<file path="config.mk">
export PLATFORM = sky130hd
export DESIGN_NAME = nib_sram_bridge
export DESIGN_NICKNAME = d
export VERILOG_FILES = /design/src/rtl/nib_sram_bridge.sv
export SDC_FILE = /design/constraint.sdc
export NUM_CORES = 1
export LEC_CHECK = 0
export BUFFER_PORTS_ARGS = -buffer_cell sky130_fd_sc_hd__buf_2
export CAP_MARGIN = 10
export CORE_ASPECT_RATIO = 0.5
export CORE_MARGIN = 1.5
export CORE_UTILIZATION = 49
export DETAILED_ROUTE_END_ITERATION = 7
export MAX_ROUTING_LAYER = met4
export PLACE_DENSITY = 0.74
export SYNTH_ARGS = -nofsm -noshare
export SYNTH_HDL_FRONTEND = slang
export SYNTH_SLANG_ARGS = --single-unit
</file>
<file path="constraint.sdc">
create_clock -name clk -period 2.5 [get_ports clk]
set_input_delay 0.25 -clock clk [delete_from_list [all_inputs] [get_ports clk]]
set_output_delay 0.25 -clock clk [all_outputs]
set_load 0.02 [all_outputs]
</file>
<file path="src/rtl/nib_sram_bridge.sv">
module nib_sram_bridge #(
  parameter int NIB_W     = 4,
  parameter int ADDR_NIBS = 4,
  localparam int ADDR_W   = NIB_W * ADDR_NIBS,
  localparam int DATA_W   = 2 * NIB_W
) (
  input  logic              clk,
  input  logic              rst,
  input  logic [2:0]        cmd,
  input  logic [NIB_W-1:0]  hbus_in,
  output logic [NIB_W-1:0]  hbus_out,
  output logic              hbus_oe,
  output logic [ADDR_W-1:0] mem_addr,
  output logic [DATA_W-1:0] mem_wdata,
  output logic              mem_wdrv,
  output logic              mem_we,
  output logic              mem_oe,
  input  logic [DATA_W-1:0] mem_rdata
);

  typedef enum logic [1:0] {W_IDLE, W_SETUP, W_STROBE} wph_t;

  wph_t             wph;
  logic             busy;
  logic [7:1]       op;
  logic             any_load;
  logic             rd_sel;
  logic             inc;
  logic [NIB_W-1:0] wlo, whi;
  logic [ADDR_NIBS-1:0] cy;

  assign busy = (wph != W_IDLE);

  for (genvar k = 1; k < 8; k++) begin : g_dec
    assign op[k] = !busy && (cmd == 3'(k));
  end

  assign any_load = |op[ADDR_NIBS:1];
  assign inc      = (wph == W_STROBE) || (op[7] && rd_sel);
  assign cy[0]    = inc;

  for (genvar g = 0; g < ADDR_NIBS; g++) begin : g_slice
    logic [NIB_W-1:0] cnt;
    always_ff @(posedge clk) begin
      if (rst)            cnt <= '0;
      else if (op[g+1])   cnt <= hbus_in;
      else if (cy[g])     cnt <= cnt + 1'b1;
    end
    if (g < ADDR_NIBS-1) begin : g_carry
      assign cy[g+1] = cy[g] && (&cnt);
    end
    assign mem_addr[g*NIB_W +: NIB_W] = cnt;
  end

  always_ff @(posedge clk) begin
    if (rst) begin
      wph    <= W_IDLE;
      wlo    <= '0;
      whi    <= '0;
      rd_sel <= 1'b0;
    end else begin
      case (wph)
        W_IDLE:   if (op[6]) begin
                    whi <= hbus_in;
                    wph <= W_SETUP;
                  end
        W_SETUP:  wph <= W_STROBE;
        W_STROBE: wph <= W_IDLE;
        default:  wph <= W_IDLE;
      endcase
      if (op[5]) wlo <= hbus_in;
      if (any_load)   rd_sel <= 1'b0;
      else if (op[7]) rd_sel <= !rd_sel;
    end
  end

  assign hbus_oe   = op[7];
  assign mem_oe    = op[7];
  assign hbus_out  = rd_sel ? mem_rdata[DATA_W-1:NIB_W] : mem_rdata[NIB_W-1:0];
  assign mem_wdata = {whi, wlo};
  assign mem_wdrv  = busy;
  assign mem_we    = (wph == W_STROBE);

endmodule


</file>
# Yosys cells after proc, flatten, opt, wreduce, memory -nomap -nowiden
# Index checks and enable logic that the tools add are counted.
[word_totals]
regBits = 27
latch_bits = 0
ramBits = 0
mem_bits_ro = 0
inputBits = 17
memories = 0
[op_classes]
n_addsub = 4
n_mul = 0
n_div = 0
n_lt_le_gt_ge = 0
eq_ne = 10
n_shift = 0
muxes = 11
bitwise_logic = 0
reduce_logical = 25
[op_table]
columns = ["cell", "n"]
rows = [
  ["two-way mux 4 bit", 9],
  ["adder 4 x 1 -> 4 bit (second input constant)", 4],
  ["== test 3 bit (second input constant)", 4],
  ["AND reduction 4 bit", 3],
  ["logical AND 1 bit", 11],
  ["nonzero test 2 bit", 5],
  ["== test 3 x 2 -> 1 bit (second input constant)", 2],
  ["OR reduction 5 bit", 1],
  ["case mux 2 bit (2 select lines)", 1],
  ["== test 3 x 1 -> 1 bit (second input constant)", 1],
  ["== test 2 x 1 -> 1 bit (second input constant)", 1],
  ["== test 2 bit (second input constant)", 1],
  ["logical NOT 1 bit", 2],
  ["logical NOT 2 bit", 1],
  ["two-way mux 2 bit", 1],
  ["inequality test 2 bit (second input constant)", 1],
  ["AND reduction 2 bit", 1],
  ["logical OR 1 bit", 1],
]

# Longest topological paths before layout
# Gate-level depths: netlist (run 1).
[depth]
word_depth = 10
ltp_mapped = 6
mapped_depth_nobuf = 5

# Worst setup path after synthesis (run 1)
# Ideal clock, no wire load.
[synth_path]
kind = "register -> register"
from = "register g_slice[1].cnt[0]"
to = "register g_slice[3].cnt[3]"
setup_time_ns = 0.091
arrival_ns = 1.930
setup_slack_ns = 0.479
path_stages_with_launch = 6
n_path_buf = 0
cell_sequence = "dfxtp_1 > ha_1 > nand4_1 > or4_4 > or3_1 > a311oi_1"
[synth_via]
elab_chain_cells = 4
[synth_rtl]
columns = ["item", "line", "text"]
rows = [
  ["start: declaration", "43", "logic [NIB_W-1:0] cnt;"],
  ["start signal: assignment", "46", "else if (op[g+1]) cnt <= hbus_in;"],
  ["start signal: assignment", "47", "else if (cy[g]) cnt <= cnt + 1'b1;"],
  ["AND reduction 4 bit", "50", "assign cy[g+1] = cy[g] && (&cnt);"],
  ["logical AND 1 bit (2 in a row)", "50", ""],
  ["nonzero test 2 bit (no line)", "-", ""],
  ["end signal: assignment", "46", ""],
  ["end signal: assignment", "47", ""],
  ["end: declaration", "43", ""],
]
# No other way between the ends.
# A chain may end at the register's enable or synchronous reset.

# Worst setup path in the final report (run 1)
[layout_path]
from = "register g_slice[0].cnt[0]"
to = "register g_slice[3].cnt[3]"
[layout_via]
elab_chain_cells = 5
[layout_rtl]
columns = ["item", "line"]
rows = [
  ["start: declaration", "43"],
  ["start signal: assignment", "46"],
  ["start signal: assignment", "47"],
  ["AND reduction 4 bit", "50"],
  ["logical AND 1 bit (3 in a row)", "50"],
  ["nonzero test 2 bit (no line)", "-"],
]
# No other way between the ends.

==> results of run 1 <==
==> how the worst max path moves through the flow <==
stage	startpoint	endpoint	slack (ns)	cells past startpoint
floorplan	g_slice[1].cnt[0]	g_slice[3].cnt[3]	0.48	5
global placement	rd_sel	g_slice[3].cnt[3]	0.55	4
detailed placement	g_slice[0].cnt[0]	g_slice[3].cnt[3]	0.47	5
CTS	g_slice[0].cnt[0]	g_slice[3].cnt[3]	0.44	5
global route	g_slice[0].cnt[0]	g_slice[3].cnt[3]	0.30	5
finish	g_slice[0].cnt[0]	g_slice[3].cnt[3]	0.45	5
==> cells by family (layout without fill, tap and decap cells) <==
logic type,after synthesis,after routing
muxes,14,14
and+or+nand+nor,69,69
buffers and inverters,12,56
AOI/OAI and AO/OA,31,31
DFF,27,27
adders and majority gates,4,4
xor gates and xnor gates,5,5
==> registers in the layout, summed over array words and instances (netlist names) <==
| signal | count |
|---|---|
| rd_sel | 1 |
| whi | 4 |
| wph | 2 |
| g_slice.cnt | 16 |
| wlo | 4 |
==> routing by layer <==
metal  global-route usage  routed length (um)
met5                    -                   0
met4              0.07456                  15
met3              0.06222                 151
met2               0.3675                1589
met1               0.2750                1647
==> report_power, final <==
part | internal, uW | switching, uW
clock | 112 | 140
combinational | 54.6 | 87.7
sequential | 447 | 18.4
==> cells in the final DEF (no fill, tap or decap), drive strengths merged, types with 3 or more instances in the layout <==
cell type	n
a211oi	5
a21oi	5
a311oi	4
a32oi	3
buf	48
clkbuf	3
dfxtp	27
ha	4
inv	4
mux2	5
mux2i	9
nand2	7
nand3	13
nor2	23
nor3	4
nor4	3
o21ai	5
or3	5
xnor2	5
==> stage by stage <==
step,cells,power [uW],instance area (um^2),util,hold slack [ns]
6_report,243,860.3,1714,0.6426,0.3251
5_1_grt,243,899.0,1714,0.6426,0.3265
4_1_cts,243,872.6,1714,0.6426,0.3179
3_5_place_dp,239,617.6,1668,0.6252,0.4841
3_3_place_gp,239,614.9,1668,0.6252,0.4728
2_1_floorplan,162,563.3,1418,-,0.3939
==> critical path, delay by kind of cell (launching register included) <==
family | cells | cell delay (ns)
AO/OA/AOI/OAI | 1 | 0.27
adder cells (fa/ha/maj) | 1 | 0.22
AND/OR/NAND/NOR | 3 | 1.08
flip-flops | 1 | 0.41
==> synth_stat cells, drive strengths merged (3+ instances only) <==
master / instances / area (um^2)
dfxtp: 27 / 540.5
nor2: 23 / 86.33
nand3: 13 / 65.06
mux2i: 9 / 90.09
nand2: 7 / 26.28
a211oi: 5 / 37.54
a21oi: 5 / 25.02
clkbuf: 5 / 18.77
mux2: 5 / 56.30
o21ai: 5 / 25.02
or3: 5 / 31.28
xnor2: 5 / 43.79
a311oi: 4 / 35.03
ha: 4 / 50.05
inv: 4 / 15.01
nor3: 4 / 20.02
a32oi: 3 / 26.28
buf: 3 / 17.52
nor4: 3 / 18.77
==> area by class of cell <==
class | count | area (um^2) | share of cell area
inverter | 4 | 15.01 | 0.008759
tap | 37 | 46.29 | 0.02701
timing repair buffer | 48 | 240.2 | 0.1401
sequential | 27 | 540.5 | 0.3153
clock inverter | 1 | 5.005 | 0.002920
multi-input combinational | 123 | 825.8 | 0.4818
clock buffer | 3 | 41.29 | 0.02409
==> metrics.md, run 1 <==
| Metric | Value |
|---|---|
| Synthesized instance count | `roughly 160` |
| Final setup violation count | `0` |
| Synthesized flop and latch total | `27` |
| Crit Reg-Reg Endpoint | `g_slice[3].cnt[3]` |
| Worst-path cell chain | `ha_1 -> nand4_1 -> or4_4 -> or3_1 -> a311oi_1` |
| Vias | `1398` |
| LEAKAGE | `between 0.0007 and 0.0008 uW` |
| Avg Cell Area, Syn | `8.751 um^2` |
| Post-route setup slack | `roughly 0.45 ns` |
| WL/cell | `14.00 um` |
| Number of synthesized flops with an enable pin | `0` |
| Hold Buf Count CTS | `0` |
| Final min period | `2.052 ns` |
| Clk buf depth | `2` |
| Die H | `between 40 and 50 um` |
| Core area | `roughly 0.0027 mm^2` |
| Largest net degree at the start of global routing | `30` |
| Status | `completed` |
| Fmax | `487.4 MHz` |
| Hpwl dp | `2.529 mm` |
| Main synth FF type | `dfxtp_1` |
| Synth Area in Compound Gates | `0.1642` |
| Worst skew pair latency | `0.28 ns` |
| Post-CTS Resized | `0` |
| Post-synthesis simple-gate area fraction | `0.2489` |
| Synthesis warning total | `0` |
| Setup TNS | `0 ns` |
| Port Buffers | `48` |
| CTS tree | `yes` |
| Largest family of logic cells by synthesized area | `simple AND/OR/NAND/NOR gates` |
| Number of fill cells | `256` |
| Hold Crit Depth | `3` |
| CP Launch Type | `flop` |
| Crit Path Category | `reg -> reg` |
| Postcts setup bufs | `0` |
| GRT Overall Usage | `0.2235` |
| Gp weighted congestion | `roughly 0.85` |
| Sequential element share of the synthesized area | `0.3813` |
| Total grt overflow | `0` |
| Clk slew on worst S/H paths | `approximately 0.090 ns` |
| Multiplexer area fraction after synthesis | `0.1033` |
| Vias in the first global route | `1085` |
| Vias per inst | `between 5 and 6` |
| Ys async rst share | `0` |
| FF-to-FF path depth | `5` |
| N_diodes | `0` |
| Worst Clk Skew | `around 0.0032 ns` |
| Final nets | `around 230` |
| Post-synth net total | `approximately 180` |
| Max cap viols | `0` |
| RR Startpoint | `g_slice[0].cnt[0]` |
| IO Count | `49` |
| Clk sinks | `27` |
| Worst setup EP type | `flop` |
| Die X | `around 80 um` |
| Hold Crit Class | `in -> reg` |
| Detail Route Antenna Nets | `0` |
| XOR/XNOR Fraction of Synth Area | `0.03089` |
| Hold path endpoint | `g_slice[0].cnt[3]` |
| Power Density | `approximately 500 mW/mm^2` |
| Detailed Routing Iterations Pass 1 | `4` |
| CP max stage delay | `a little under 0.6 ns` |
| Period utilization | `0.8207` |
| Clock root cell | `clkbuf_8` |
| Die area | `between 0.003 and 0.004 mm^2` |
| Slowest CP cell | `or4_4` |
| Slew headroom | `0.6468` |
| TritonCTS Buffers | `3` |
| First DRT Iteration DRCs | `between 80 and 90` |
| Worst IR drop on VDD | `around 0.26 mV` |
| Routed Wire Length | `~3.4 mm` |
| Synthesized cell area | `0.001418 mm^2` |
| Unrepaired setup endpoints after global routing | `false` |
| Worst path arrival time | `around 2.2 ns` |
| Worst-Margin Slew | `between 0.5 and 0.6 ns` |
| Final hold viol count | `0` |
| Synth Area in Adders | `0.03530` |
| Layout Area Growth over Synthesis | `20.92%` |
| Critical Path RT | `~2.7 ns` |
| Initial antenna violation count | `0` |
| Min-delay src | `hbus_in[3]` |
| Max-slew violations | `0` |
| Share of layout cells above drive strength 1 | `0.2961` |
| Row count | `13` |
| Dpl ws | `~0.47 ns` |
| Synth unique cells | `35` |
| Worst Path Max Fanout | `5` |
| FF-to-FF setup slack | `between 0.4 and 0.5 ns` |
| CTS H-tree depth | `1` |
| Initial cell density of the core | `0.5314` |
| Remaining design rule violation count | `0` |
| First-pass GRT wire length | `5.078 mm` |
Note: power is estimated with default switching activity, not from simulation.
==> inputs of run 2 (changes only) <==
--- a/config.mk
+++ b/config.mk
@@ -5,14 +5,15 @@
 export SDC_FILE = /design/constraint.sdc
 export NUM_CORES = 1
 export LEC_CHECK = 0
+export ABC_AREA = 1
 export BUFFER_PORTS_ARGS = -buffer_cell sky130_fd_sc_hd__buf_2
 export CAP_MARGIN = 10
 export CORE_ASPECT_RATIO = 0.5
 export CORE_MARGIN = 1.5
-export CORE_UTILIZATION = 49
+export CORE_UTILIZATION = 50
 export DETAILED_ROUTE_END_ITERATION = 7
 export MAX_ROUTING_LAYER = met4
-export PLACE_DENSITY = 0.74
+export PLACE_DENSITY = 0.75
 export SYNTH_ARGS = -nofsm -noshare
 export SYNTH_HDL_FRONTEND = slang
 export SYNTH_SLANG_ARGS = --single-unit
==> constraint.sdc (replaced) <==
create_clock -name clk -period 1.9 [get_ports clk]
set_input_delay 0.19 -clock clk [delete_from_list [all_inputs] [get_ports clk]]
set_output_delay 0.19 -clock clk [all_outputs]
set_load 0.02 [all_outputs]
==> run 2 against run 1 <==
Area after synthesis up 4.6%. Sequential share of layout area decreased by 1.5 points. Combinational power increased by 49%. Hold slack lost 0.12 ns. Synthesized cell count grew 30%. Flip-flop and latch count unchanged. Worst setup slack lost 0.047 ns. Routed wire length increased by 1.1%. Sequential power increased by 31%. Die area rose by 2.4%. Final cell count rose by 21%. Critical path depth rose by 2. Critical endpoint is now g_slice[3].cnt[0]. Highest routed layer unchanged.
==> metrics.md, run 2 <==
| Metric | Value |
|---|---|
| CP max stage delay | `0.40 ns (-0.18 ns)` |
| Core area | `0.002700 mm^2 (+1.2%)` |
| Clock root cell | `clkbuf_8` |
| Worst Clk Skew | `0.003698 ns (+0.0004990 ns)` |
| Final setup violation count | `0 (unchanged)` |
| Crit Path Category | `reg -> reg` |
| Vias in the first global route | `1282 (+18%)` |
| CP Launch Type | `flop` |
| Worst path arrival time | `1.68 ns (-0.56 ns)` |
| LEAKAGE | `0.0009262 uW (+22%)` |
| Dpl ws | `0.4226 ns (-0.04810 ns)` |
| Status | `completed` |
| Crit path top cell by count | `nor2_1` |
| Slew headroom | `0.6910 (+0.04419)` |
| Max reg flops | `16 (unchanged)` |
| Post-route cell area | `0.001799 mm^2 (+5.0%)` |
| Biggest regs | `g_slice.cnt (16), whi (4), wlo (4)` |
| Row count | `13 (unchanged)` |
| Clk slew on worst S/H paths | `0.09 ns (about the same)` |
| Setup TNS | `0 ns (unchanged)` |
| Synth top area share | `0.3646 (-0.01673)` |
| Die H | `41.51 um (+1.1%)` |
| Hold Crit Class | `in -> reg` |
| N_diodes | `0 (unchanged)` |
| Design Power | `1151 uW (+34%)` |
| Main synth FF type | `dfxtp_1` |
| CTS tree | `yes` |
| Postcts setup bufs | `0 (unchanged)` |
| Worst IR drop on VDD | `0.3595 mV (+36%)` |
| Vias per inst | `5.176 (-10%)` |
| Number of synthesized flops with an enable pin | `0 (unchanged)` |
| Share of layout cells above drive strength 1 | `0.2713 (-0.02480)` |
| Max-slew violations | `0 (unchanged)` |
| Largest net degree at the start of global routing | `17 (-43%)` |
| Hold Buf Count CTS | `0 (unchanged)` |
| Period utilization | `0.7888 (-0.03190)` |
| Initial cell density of the core | `0.5491 (+0.01769)` |
| Synthesized flop and latch total | `27 (unchanged)` |
| Layout Area Growth over Synthesis | `21.35%` |
| Worst setup EP type | `flop` |
| CTS H-tree depth | `1 (unchanged)` |
| Most common cell after layout, fill and taps aside | `buf_2` |
| Port Buffers | `48 (unchanged)` |
| Clk buf depth | `2 (unchanged)` |
| Final hold viol count | `0 (unchanged)` |
| Synthesized cell area | `0.001483 mm^2 (+4.6%)` |
| Top reg by flops | `g_slice.cnt` |
| Vias | `1527 (+9.2%)` |
| First DRT Iteration DRCs | `102 (+15%)` |
| Routed Wire Length | `3.441 mm (+1.1%)` |
| Gp weighted congestion | `0.9438 (+11%)` |
| Commonest cells post-synth | `nand2_1 (43), dfxtp_1 (27), o21ai_0 (25), inv_1 (21), nand3_1 (18)` |
| Total grt overflow | `0 (unchanged)` |
| Ys async rst share | `0 (unchanged)` |
| Power Density | `639.6 mW/mm^2 (+27%)` |
| Critical Path RT | `2.08 ns (-0.61 ns)` |
| Slowest CP cell | `dfxtp_1` |
| Post-synth top area cell | `dfxtp_1` |
| Post-synth net total | `231 (+26%)` |
| Synth unique cells | `27 (-23%)` |
| Max cap viols | `0 (unchanged)` |
| Detailed Routing Iterations Pass 1 | `4 (unchanged)` |
| First-pass GRT wire length | `5.616 mm (+11%)` |
| Die X | `80.01 um (+1.2%)` |
| TritonCTS Buffers | `3 (unchanged)` |
| Remaining design rule violation count | `0 (unchanged)` |
| Post-route setup slack | `0.4013 ns (-0.04700 ns)` |
| Placed Instance Area | `0.001753 mm^2 (+5.1%)` |
| GRT Overall Usage | `0.2215 (-0.002031)` |
| Clk sinks | `27 (unchanged)` |
| Synthesis warning total | `0 (unchanged)` |
| Post-CTS Resized | `0 (unchanged)` |
| Most frequent cells in the layout | `buf_2 (48), nand2_1 (43), dfxtp_1 (27)` |
| Worst skew pair latency | `0.27 ns (about the same)` |
| Avg Cell Area, Syn | `7.060 um^2 (-19%)` |
| Synthesized instance count | `210 (+30%)` |
| Sequential element share of the synthesized area | `0.3646 (-0.01673)` |
| Top-count cell post-synth | `nand2_1` |
| Fmax | `667.3 MHz (+37%)` |
| Hpwl dp | `2.684 mm (+6.1%)` |
| Initial antenna violation count | `0 (unchanged)` |
| Die area | `0.003321 mm^2 (+2.4%)` |
| Worst Path Max Fanout | `6 (+1)` |
| Unrepaired setup endpoints after global routing | `false` |
| Final min period | `1.499 ns (-0.5530 ns)` |
| WL/cell | `11.66 um (-17%)` |
| Worst-Margin Slew | `0.4611 ns (-0.06880 ns)` |
| Detail Route Antenna Nets | `0 (unchanged)` |
| IO Count | `49 (unchanged)` |
| Worst-path cell chain | `ha_1 -> and3_1 -> nand4_4 -> nand2_2 -> inv_1 -> nor2_1 -> nor2_1` |
| Hold WS | `0.2041 ns (-0.1209 ns)` |
| Top post-synthesis cells by area | `dfxtp_1 (36%), nand2_1 (11%), o21ai_0 (8.4%)` |
| Final nets | `280 (+23%)` |
[run 2: changes by cell type in the layout (fill, tap and decap cells not counted), moves of 5 or more]
cell     change
a21oi_1      +9
inv_1       +17
inv_2        +5
mux2_2       -5
mux2i_1      -9
nand2_1     +36
nand3_1      +5
nor2_1       -6
o21ai_0     +20
or3_1        -5
xor2_1       +5
[run 2: cell type report]
| type | instances | area [um^2] |
|---|---|---|
| Clock buffer | 3 | 41.29 |
| Clock inverter | 1 | 5.005 |
| Fill cell | 255 | 900.9 |
| Inverter | 26 | 97.59 |
| Multi-Input combinational cell | 152 | 820.8 |
| Sequential cell | 27 | 540.5 |
| Tap cell | 37 | 46.29 |
| Timing Repair Buffer | 49 | 247.7 |
[run 2: critical path, delay by kind of cell (launching register included)]
family	cells	cell delay, ns
flops	1	0.40
buf+inv	1	0.05
fa+ha+maj	1	0.19
simple gates	5	0.77
[run 2: cell families (layout without fill, tap and decap cells)]
kind of cell               Yosys count  after routing  synth area share
xor gates and xnor gates             6              6           0.03544
buffers and inverters               31             79           0.08186
AOI/OAI and AO/OA                   45             45            0.1578
adders and majority gates            4              4           0.03376
DFF                                 27             27            0.3646
and+or+nand+nor                     97             97            0.3266
[run 2: metrics by stage]
| step | instances | utilization |
|---|---|---|
| after floorplan | 210 | - |
| after global placement | 291 | 0.6492 |
| after detailed placement | 291 | 0.6492 |
| after CTS | 295 | 0.6664 |
| after global routing | 295 | 0.6664 |
| final | 295 | 0.6664 |
[run 2: per-layer routing]
| metal | share of wire | track usage | vias up | wire (um) |
|---|---|---|---|---|
| met3 | 0.089 | 0.07253 | 4 | 307 |
| li1 | - | - | 791 | - |
| met2 | 0.43 | 0.3193 | 47 | 1483 |
| met4 | 0.0067 | 0.05517 | 0 | 23 |
| met1 | 0.47 | 0.2999 | 685 | 1626 |
| met5 | 0 | - | - | 0 |
[run 2: path summary, 6_finish.rpt]
kind                           from           endpoint  slack [ns]  cells after the start
hold / removal           hbus_in[2]  g_slice[1].cnt[2]        0.20                      3
hold reg to reg              wph[0]             wph[1]        0.49                      2
setup / recovery  g_slice[0].cnt[0]  g_slice[3].cnt[0]        0.40                      7
setup reg to reg  g_slice[0].cnt[0]  g_slice[3].cnt[0]        0.40                      7
[run 2: where the power goes]
part / switching, uW / internal (uW) / leakage [uW]
Sequential: 20.1 / 590 / 0.000220
Clock: 183 / 147 / 0.0000255
Combinational: 138 / 72.9 / 0.000681
